===== config.mk =====
export PLATFORM = sky130hd
export DESIGN_NAME = fpas_unit
export DESIGN_NICKNAME = d
export VERILOG_FILES = /design/src/rtl/fpas_pkg.sv /design/src/rtl/fpas_align.sv /design/src/rtl/fpas_lzc.sv /design/src/rtl/fpas_shl.sv /design/src/rtl/fpas_norm.sv /design/src/rtl/fpas_unit.sv
export SDC_FILE = /design/constraint.sdc
export NUM_CORES = 1
export LEC_CHECK = 0
export ABC_AREA = 1
export BUFFER_PORTS_ARGS = -buffer_cell sky130_fd_sc_hd__buf_4
export CAP_MARGIN = 15
export CORE_ASPECT_RATIO = 1.2
export CORE_MARGIN = 2
export CORE_UTILIZATION = 47
export DETAILED_ROUTE_END_ITERATION = 6
export GPL_TIMING_DRIVEN = 0
export PLACE_DENSITY = 0.7
export SLEW_MARGIN = 10
export SYNTH_ARGS = -nofsm -noshare
export SYNTH_HDL_FRONTEND = slang
export SYNTH_SLANG_ARGS = --single-unit

===== constraint.sdc =====
create_clock -name clk -period 10.7 [get_ports clk]
set_clock_uncertainty 0.15 [all_clocks]
set_input_delay 2.14 -clock clk [delete_from_list [all_inputs] [get_ports clk]]
set_output_delay 2.14 -clock clk [all_outputs]
set_load 0.005 [all_outputs]

===== src/rtl/fpas_pkg.sv =====
`timescale 1ns/1ps
package fpas_pkg;
    localparam int EXP_W   = 8;
    localparam int FRAC_W  = 23;
    localparam int SIG_W   = FRAC_W + 1;
    localparam int RAW_W   = SIG_W + 1;
    localparam int WORD_W  = 1 + EXP_W + FRAC_W;
    localparam int EXP_MAX = (1 << EXP_W) - 1;
    localparam int LZ_W    = $clog2(RAW_W + 1);
    localparam int XEXP_W  = EXP_W + 2;

    typedef struct packed {
        logic              sign;
        logic [EXP_W-1:0]  exp;
        logic [FRAC_W-1:0] frac;
    } fp_t;

    typedef enum logic [1:0] {
        ST_IDLE  = 2'd0,
        ST_ALIGN = 2'd1,
        ST_SUM   = 2'd2,
        ST_NORM  = 2'd3
    } state_e;

    // Operands after classification and alignment
    typedef struct packed {
        logic             bypass;
        logic             invalid;
        fp_t              bypass_val;
        logic             sign;
        logic             eff_sub;
        logic [EXP_W-1:0] exp;
        logic [SIG_W-1:0] sig_hi;
        logic [SIG_W-1:0] sig_lo;
    } align_t;

    // Raw significand result awaiting normalization
    typedef struct packed {
        logic             bypass;
        logic             invalid;
        fp_t              bypass_val;
        logic             sign;
        logic [EXP_W-1:0] exp;
        logic [RAW_W-1:0] raw;
    } sum_t;

    function automatic logic fp_is_zero(input fp_t x);
        return x.exp == '0;
    endfunction

    function automatic logic fp_is_inf(input fp_t x);
        return (x.exp == '1) && (x.frac == '0);
    endfunction

    function automatic logic fp_is_nan(input fp_t x);
        return (x.exp == '1) && (x.frac != '0);
    endfunction
endpackage


===== src/rtl/fpas_align.sv =====
`timescale 1ns/1ps
module fpas_align
    import fpas_pkg::*;
(
    input  fp_t    a,
    input  fp_t    b,
    input  logic   sub,
    output align_t o
);
    fp_t               bx;
    logic              a_ge;
    logic              s_hi;
    logic [EXP_W-1:0]  e_hi, e_lo, gap;
    logic [FRAC_W-1:0] f_hi, f_lo;

    always_comb begin
        bx      = b;
        bx.sign = b.sign ^ sub;
        a_ge    = {a.exp, a.frac} >= {b.exp, b.frac};
        s_hi    = a_ge ? a.sign : bx.sign;
        e_hi    = a_ge ? a.exp  : b.exp;
        f_hi    = a_ge ? a.frac : b.frac;
        e_lo    = a_ge ? b.exp  : a.exp;
        f_lo    = a_ge ? b.frac : a.frac;
        gap     = e_hi - e_lo;

        o = '0;
        if (fp_is_nan(a) || fp_is_nan(b)) begin
            o.bypass  = 1'b1;
            o.invalid = 1'b1;
        end else if (fp_is_inf(a) && fp_is_inf(b)) begin
            o.bypass = 1'b1;
            if (a.sign != bx.sign) o.invalid    = 1'b1;
            else                   o.bypass_val = a;
        end else if (fp_is_inf(a)) begin
            o.bypass     = 1'b1;
            o.bypass_val = a;
        end else if (fp_is_inf(b)) begin
            o.bypass     = 1'b1;
            o.bypass_val = bx;
        end else if (fp_is_zero(a) && fp_is_zero(b)) begin
            o.bypass = 1'b1;
        end else if (fp_is_zero(a)) begin
            o.bypass     = 1'b1;
            o.bypass_val = bx;
        end else if (fp_is_zero(b)) begin
            o.bypass     = 1'b1;
            o.bypass_val = a;
        end else begin
            o.sign    = s_hi;
            o.eff_sub = a.sign ^ bx.sign;
            o.exp     = e_hi;
            o.sig_hi  = {1'b1, f_hi};
            o.sig_lo  = {1'b1, f_lo} >> gap;
        end
    end
endmodule


===== src/rtl/fpas_lzc.sv =====
`timescale 1ns/1ps
module fpas_lzc #(
    parameter int W  = 25,
    parameter int CW = $clog2(W + 1)
) (
    input  logic [W-1:0]  din,
    output logic [CW-1:0] count
);
    // Highest set bit wins because later iterations overwrite earlier ones
    always_comb begin
        count = CW'(W);
        for (int i = 0; i < W; i++) begin
            if (din[i]) count = CW'(W - 1 - i);
        end
    end
endmodule


===== src/rtl/fpas_shl.sv =====
`timescale 1ns/1ps
module fpas_shl #(
    parameter int W  = 25,
    parameter int SW = 5
) (
    input  logic [W-1:0]  din,
    input  logic [SW-1:0] amt,
    output logic [W-1:0]  dout
);
    logic [W-1:0] stg [SW+1];

    assign stg[0] = din;

    for (genvar k = 0; k < SW; k++) begin : g_stage
        assign stg[k+1] = amt[k] ? (stg[k] << (2 ** k)) : stg[k];
    end

    assign dout = stg[SW];
endmodule


===== src/rtl/fpas_norm.sv =====
`timescale 1ns/1ps
module fpas_norm
    import fpas_pkg::*;
(
    input  sum_t s,
    output fp_t  res,
    output logic rng_err,
    output logic inv_err
);
    logic [LZ_W-1:0]          lz;
    logic [LZ_W-1:0]          shamt;
    logic [RAW_W-1:0]         shifted;
    logic signed [XEXP_W-1:0] xe;

    fpas_lzc #(.W(RAW_W), .CW(LZ_W)) u_lzc (
        .din   (s.raw),
        .count (lz)
    );

    assign shamt = (lz == '0) ? '0 : lz - LZ_W'(1);

    fpas_shl #(.W(RAW_W), .SW(LZ_W)) u_shl (
        .din  (s.raw),
        .amt  (shamt),
        .dout (shifted)
    );

    always_comb begin
        xe      = $signed({2'b00, s.exp} + XEXP_W'(1) - XEXP_W'(lz));
        res     = '0;
        rng_err = 1'b0;
        inv_err = 1'b0;
        if (s.bypass) begin
            inv_err = s.invalid;
            if (!s.invalid) res = s.bypass_val;
        end else if (s.raw == '0) begin
            res = '0;
        end else if (xe >= $signed(XEXP_W'(EXP_MAX)) || xe <= $signed(XEXP_W'(0))) begin
            rng_err = 1'b1;
        end else begin
            res.sign = s.sign;
            res.exp  = xe[EXP_W-1:0];
            res.frac = (lz == '0) ? s.raw[SIG_W-1:1] : shifted[FRAC_W-1:0];
        end
    end
endmodule


===== src/rtl/fpas_unit.sv =====
`timescale 1ns/1ps
module fpas_unit
    import fpas_pkg::*;
(
    input  logic              clk,
    input  logic              rst,
    input  logic              start,
    input  logic              sub,
    input  logic [WORD_W-1:0] opa,
    input  logic [WORD_W-1:0] opb,
    output logic              done,
    output logic [WORD_W-1:0] result,
    output logic              exc_range,
    output logic              exc_invalid
);
    state_e state;
    fp_t    opa_q, opb_q;
    logic   sub_q;
    align_t align_w, align_q;
    sum_t   sum_w, sum_q;
    fp_t    norm_res;
    logic   norm_rng, norm_inv;

    fpas_align u_align (
        .a   (opa_q),
        .b   (opb_q),
        .sub (sub_q),
        .o   (align_w)
    );

    always_comb begin
        sum_w.bypass     = align_q.bypass;
        sum_w.invalid    = align_q.invalid;
        sum_w.bypass_val = align_q.bypass_val;
        sum_w.sign       = align_q.sign;
        sum_w.exp        = align_q.exp;
        sum_w.raw        = align_q.eff_sub
                         ? ({1'b0, align_q.sig_hi} - {1'b0, align_q.sig_lo})
                         : ({1'b0, align_q.sig_hi} + {1'b0, align_q.sig_lo});
    end

    fpas_norm u_norm (
        .s       (sum_q),
        .res     (norm_res),
        .rng_err (norm_rng),
        .inv_err (norm_inv)
    );

    always_ff @(posedge clk) begin
        if (rst) begin
            state       <= ST_IDLE;
            opa_q       <= '0;
            opb_q       <= '0;
            sub_q       <= 1'b0;
            align_q     <= '0;
            sum_q       <= '0;
            done        <= 1'b0;
            result      <= '0;
            exc_range   <= 1'b0;
            exc_invalid <= 1'b0;
        end else begin
            done <= 1'b0;
            case (state)
                ST_IDLE: begin
                    if (start) begin
                        opa_q <= opa;
                        opb_q <= opb;
                        sub_q <= sub;
                        state <= ST_ALIGN;
                    end
                end
                ST_ALIGN: begin
                    align_q <= align_w;
                    state   <= ST_SUM;
                end
                ST_SUM: begin
                    sum_q <= sum_w;
                    state <= ST_NORM;
                end
                ST_NORM: begin
                    result      <= norm_res;
                    exc_range   <= norm_rng;
                    exc_invalid <= norm_inv;
                    done        <= 1'b1;
                    state       <= ST_IDLE;
                end
                default: state <= ST_IDLE;
            endcase
        end
    end
endmodule


==> flow_summary.ini, run 1 <==
[clock_tree]
root_buffer = clkbuf_16
cts_tree = built
cts_max_path_buffers = 3
cts.clk_slew.worst_paths_ps = 60
post_cts_buffers = 0
cts_buffers = 29
post_cts_resized = 0
h-tree-depth = 1
clk_latency_ps = 590
cts.sinks = 262
postCtsHoldBufs = 0

[floorplan]
start_util = 0.479
dieArea_um2 = 36300
ios = 103
fp.dieW_um = 174
fp.dieH_um = 208
core_area_um2 = 34200
std_cell_rows = 74

[routing]
vias = 17828
drt_first_pass_iters = 6
routed_via_density = 5.67
drt-initial-drc-count = 1793
detail_route.wl_per_cell_um = 18.8
drtAntennaViolNets = 0
drt_wl_total_um = 59000
drc = 0

[setup_path]
timing.reg2reg.setup_slack_ps = 4280
rr_startpoint = sum_q[2]
crit_path_max_fanout = 10
path_common_cell = nand2_1
cp_slowest_cell = nor3_2
critPathArrivalTime_ps = 6800
worstSetupPathType = reg2reg
worstSetupEndpointType = register
slowest_delay_ps = 720
crit_path_start_kind = register
required_ps = 11080
r2r_cells = 43
worstReg2RegEnd = result[19]

[synth]
synth_top_family_by_area = simple AND/OR/NAND/NOR gates
synth.distinct_cells = 48
yosys.area_share.adder = 0.0560
synth_area_um2 = 16300
synth_edf_count = 0
synth.area.mux_share = 0
yosys_warnings = 0
netlist_instances = 2533
synthXorXnorAreaFrac = 0.0320
synthTopCellsByCount = 558 x nand2_1, 313 x a21oi_1, 284 x nand3_1
ys.flop_type = dfxtp_1
async_flop_share = 0
seq_area_frac_synth = 0.321
synthSimpleGateAreaFrac = 0.293
synth_nets = 2673
ys_ff_latch = 262
synth.most_common_cell = nand2_1
synth-compound-area-share = 0.206
synth_top_area_frac = 0.321
synth_top_area_cell = dfxtp_1
avgSynthCellArea_um2 = 6.45
synth_area_leaders = dfxtp_1 32%, nand2_1 13%, a21oi_1 9.6%, nand3_1 8.7%, o21ai_0 7.8%

[final_layout]
regArea_um2 = 5250
nets = 2805
antenna_cells = 0
multi_input_area_um2 = 9610
fillers = 3498
drive_gt1_frac = 0.0756
syn_to_final_growth_pct = 14.4

[placement]
gp_congestion = 1.02
post-dp-hpwl_um = 47300
port_buffers = 101

[timing]
setup_violations = 0
fin_crit_ps = 6420
fmax_ghz = 0.156
worst_pin_slew_ps = 866
finalSetupTns_ps = 0
timing.final.max_slew_violations = 0
hold_viol_final = 0
fin_crit_sh = 0.600
max_slew_margin = 0.420
grt_setup_unrepaired = no

[outcome]
status = finished, final reports clean

[grt]
grt_pass1_vias = 17062
grt_pass1_wl_um = 92400
grt_max_degree = 16
grt_util_all_layers = 0.320
antenna_found_initial = 0
grt.overflow.total = 0

[worst_hold_path]
hold_end = align_q[84]
min_path_cells = 2
hp-class = reg2reg
min_from = align_q[84]

[flow_run]
drv_cap = 0
worst max-delay path by stage:
stage	from	to	depth (start not counted)
floorplan	sum_q[1]	result[13]	43
global placement	sum_q[1]	result[19]	44
detailed placement	sum_q[1]	result[19]	44
CTS	sum_q[1]	result[19]	44
global route	sum_q[1]	result[19]	45
finish	sum_q[2]	result[19]	43
registers in the layout, indices dropped and copies added, names as in the netlist:
register     flops
exc_invalid      1
exc_range        1
opb_q           32
align_q         92
done             1
sum_q           68
sub_q            1
opa_q           32
result          32
state            2
per-layer routing:
layer | global-route usage | vias to the layer above | routed length (um)
met3 | 0.0404 | 136 | 3640
met4 | 0.140 | 0 | 2870
li1 | - | 8773 | -
met2 | 0.560 | 686 | 28100
met5 | 0 | - | 0
met1 | 0.391 | 8233 | 24400
per-stage QoR:
step                      cells  setup WS (ps)   util  area (um^2)  hold WS (ps)
final                      3142           4280  0.547        18700           315
after global routing       3142           3650  0.547        18700           334
after CTS                  3142           4340  0.547        18700           315
after detailed placement   3090           4340  0.517        17700           306
after global placement     3090           4450  0.517        17700           304
after floorplan            2533           6070      -        16300           292
critical path, delay by kind of cell (launching register included):
family                     cells  cell delay (ps)
AOI/OAI and AO/OA              5              760
DFF                            1              380
xor gates and xnor gates       1              180
and+or+nand+nor               30             2830
adders and majority gates      2              630
buffers and inverters          5             1450
final cells by class:
cell class / count / area share
buffer: 143 / 0.0305
clock buffer: 36 / 0.0413
clock inverter: 16 / 0.0135
inverter: 246 / 0.0494
multi-input combinational: 1882 / 0.514
sequential: 262 / 0.280
tap: 456 / 0.0305
timing repair buffer: 101 / 0.0405
cell usage in the layout (no fill, tap or decap), drive strengths merged:
cell type  Yosys  layout
clkbuf       127     163
nand3b         3       3
a21oi        314     314
a2bb2oi        1       1
a31oi         11      11
nor4          15      15
o311ai         1       1
nor3b          2       2
nor3          17      17
clkinv         5      10
nor2         171     171
xor2          35      35
a211oi         2       2
nand3        288     288
or2           11      11
o221ai         1       1
o211ai        15      15
a31o           1       1
buf           16     117
nand4         30      30
inv          241     244
fa             2       2
nand2        566     566
dfxtp        262     262
a41oi          1       1
bufinv         0       5
o21ai        262     262
a221oi         1       1
a311oi         1       1
o22ai         32      32
clkinvlp       0       3
o31ai          4       4
or3            1       1
nor4b          1       1
xnor2         23      23
ha            70      70
cell families after synthesis:
kind of cell / Yosys count
AOI/OAI and AO/OA: 647
buffers and inverters: 389
and+or+nand+nor: 1105
xor gates and xnor gates: 58
DFF: 262
adders and majority gates: 72
Power of run 1 is not shown: default switching activity piles up to over one toggle a cycle in this logic, so the estimate is an artifact.
==> inputs of run 2 (changes only) <==
--- a/config.mk
+++ b/config.mk
@@ -13,7 +13,7 @@
 export CORE_UTILIZATION = 47
 export DETAILED_ROUTE_END_ITERATION = 6
 export GPL_TIMING_DRIVEN = 0
-export PLACE_DENSITY = 0.7
+export PLACE_DENSITY = 0.73
 export SLEW_MARGIN = 10
 export SYNTH_ARGS = -nofsm -noshare
 export SYNTH_HDL_FRONTEND = slang
==> constraint.sdc (replaced) <==
create_clock -name clk -period 5.82 [get_ports clk]
set_clock_uncertainty 0.15 [all_clocks]
set_input_delay 1.164 -clock clk [delete_from_list [all_inputs] [get_ports clk]]
set_output_delay 1.164 -clock clk [all_outputs]
set_load 0.005 [all_outputs]
==> run 2 against run 1 <==
Global-route usage about the same. Die area unchanged. Critical endpoint is now result[13]. Sequential cell count unchanged. Via count up 0.73%. Worst setup slack worse by 3600 ps. Critical path depth unchanged. Maximum frequency up 24%. Wire length up 0.81%. Hold slack better by 0.51 ps. Core utilization down 0.16 points. Largest cell class unchanged.
==> flow_summary.ini, run 2 (synthesized netlist as in run 1, its figures left out) <==
[final_layout]
largest-register = align_q
drive_gt1_frac = 0.0786
syn_to_final_growth_pct = 14.1
nets = 2804
layout_common_cells = 557 x nand2_1, 312 x a21oi_1, 284 x nand3_1
stdcell_count = 3139
antenna_cells = 0
largest_register_ffs = 92
mostFrequentLayoutCell = nand2_1
largestRegisters = align_q (92), sum_q (68)

[routing]
drc = 0
drt_first_pass_iters = 7
vias = 17958
drtAntennaViolNets = 0
dr_wl_met3_um = 3660
route.met2.wl_um = 27700
drt-initial-drc-count = 1687
wl_met1_um = 24400
top_layer = met4
detail_route.wl_per_cell_um = 18.9
drt_wl_total_um = 59500
routed_via_density = 5.72

[timing]
fin_crit_ps = 5170
fmax_ghz = 0.194
grt_setup_unrepaired = no
hold_viol_final = 0
fin_crit_sh = 0.888
setup_ws_ps = 652
setup_violations = 0
timing.final.max_slew_violations = 0
max_slew_margin = 0.290
worst_pin_slew_ps = 1060
hold_slack_ps = 316

[floorplan]
fp.dieW_um = 174
dieArea_um2 = 36300
fp.dieH_um = 208
core_area_um2 = 34200
start_util = 0.479
ios = 103
std_cell_rows = 74

[grt]
grt_max_degree = 15
grt.overflow.total = 0
grt_pass1_vias = 16812
grt_pass1_wl_um = 91900
grt_util_all_layers = 0.319
antenna_found_initial = 0

[clock_tree]
h-tree-depth = 1
cts_tree = built
clk_latency_ps = 580
cts.clk_slew.worst_paths_ps = 60
cts_max_path_buffers = 3
root_buffer = clkbuf_16
cts_buffers = 27
cts.sinks = 262

[worst_hold_path]
hp-class = reg2reg

[setup_path]
slowest_delay_ps = 410
path_common_cell = nand2_1
critPathArrivalTime_ps = 5470
crit_path_start_kind = register
worstSetupEndpointType = register
required_ps = 6120
crit_path_max_fanout = 10
cp_slowest_cell = fa_1
worstSetupPathType = reg2reg

[placement]
post-dp-hpwl_um = 47500
dp.cells = 3090
gp_congestion = 0.997
port_buffers = 101
preCtsSetupSlack_ps = -543

[outcome]
status = finished, final reports clean

[flow_run]
drv_cap = 0
run 2: changes by cell type in the layout (fill, tap and decap cells not counted), sizes merged:
| cell | change |
|---|---|
| clkbuf | -2 |
| buf | +3 |
| bufinv | -2 |
| inv | -1 |
| clkinv | +2 |
| clkinvlp | -3 |
run 2: layout make-up:
class / instances / area, um^2
Clock inverter: 12 / 165
Timing Repair Buffer: 102 / 766
Multi-Input combinational cell: 1882 / 9630
Tap cell: 456 / 571
Buffer: 143 / 577
Sequential cell: 262 / 5250
Clock buffer: 36 / 769
Fill cell: 3443 / 15500
Inverter: 246 / 923
run 2: routing by layer:
metal,up-vias,global-route usage
li1,8775,-
met3,170,0.0289
met4,0,0.174
met2,752,0.541
met5,-,0
met1,8261,0.400
run 2: stage by stage:
| step | utilization | cell area (um^2) | TNS [ps] |
|---|---|---|---|
| 6_report | 0.546 | 18600 | 0 |
| 5_1_grt | 0.546 | 18600 | 0 |
| 4_1_cts | 0.545 | 18600 | 0 |
| 3_5_place_dp | 0.517 | 17700 | -9870 |
| 3_3_place_gp | 0.517 | 17700 | -9150 |
| 2_1_floorplan | - | 16300 | 0 |
run 2: final timing paths:
check,cells past startpoint,slack [ps],to,startpoint
worst min-delay path,2,320,align_q[23],align_q[23]
worst max register to register,43,650,result[13],sum_q[1]
worst max-delay path,43,650,result[13],sum_q[1]
worst min register to register,2,320,align_q[23],align_q[23]
run 2: critical path: cells and delay by family, from the launching register on:
kind | cells | cell delay [ps]
adder cells (fa/ha/maj) | 2 | 620
XOR/XNOR | 1 | 160
AO/OA/AOI/OAI | 5 | 790
buffers and inverters | 5 | 920
flip-flops | 1 | 360
AND/OR/NAND/NOR | 30 | 2050
run 2: timing repair:
item,in CTS,in global routing
pin swaps,1,1
buffers inserted,1,0
hold buffers,0,0
gates resized for setup,4,10
gates cloned,0,0
setup endpoints to repair,28,32
Power of run 2 is left out for the same reason.
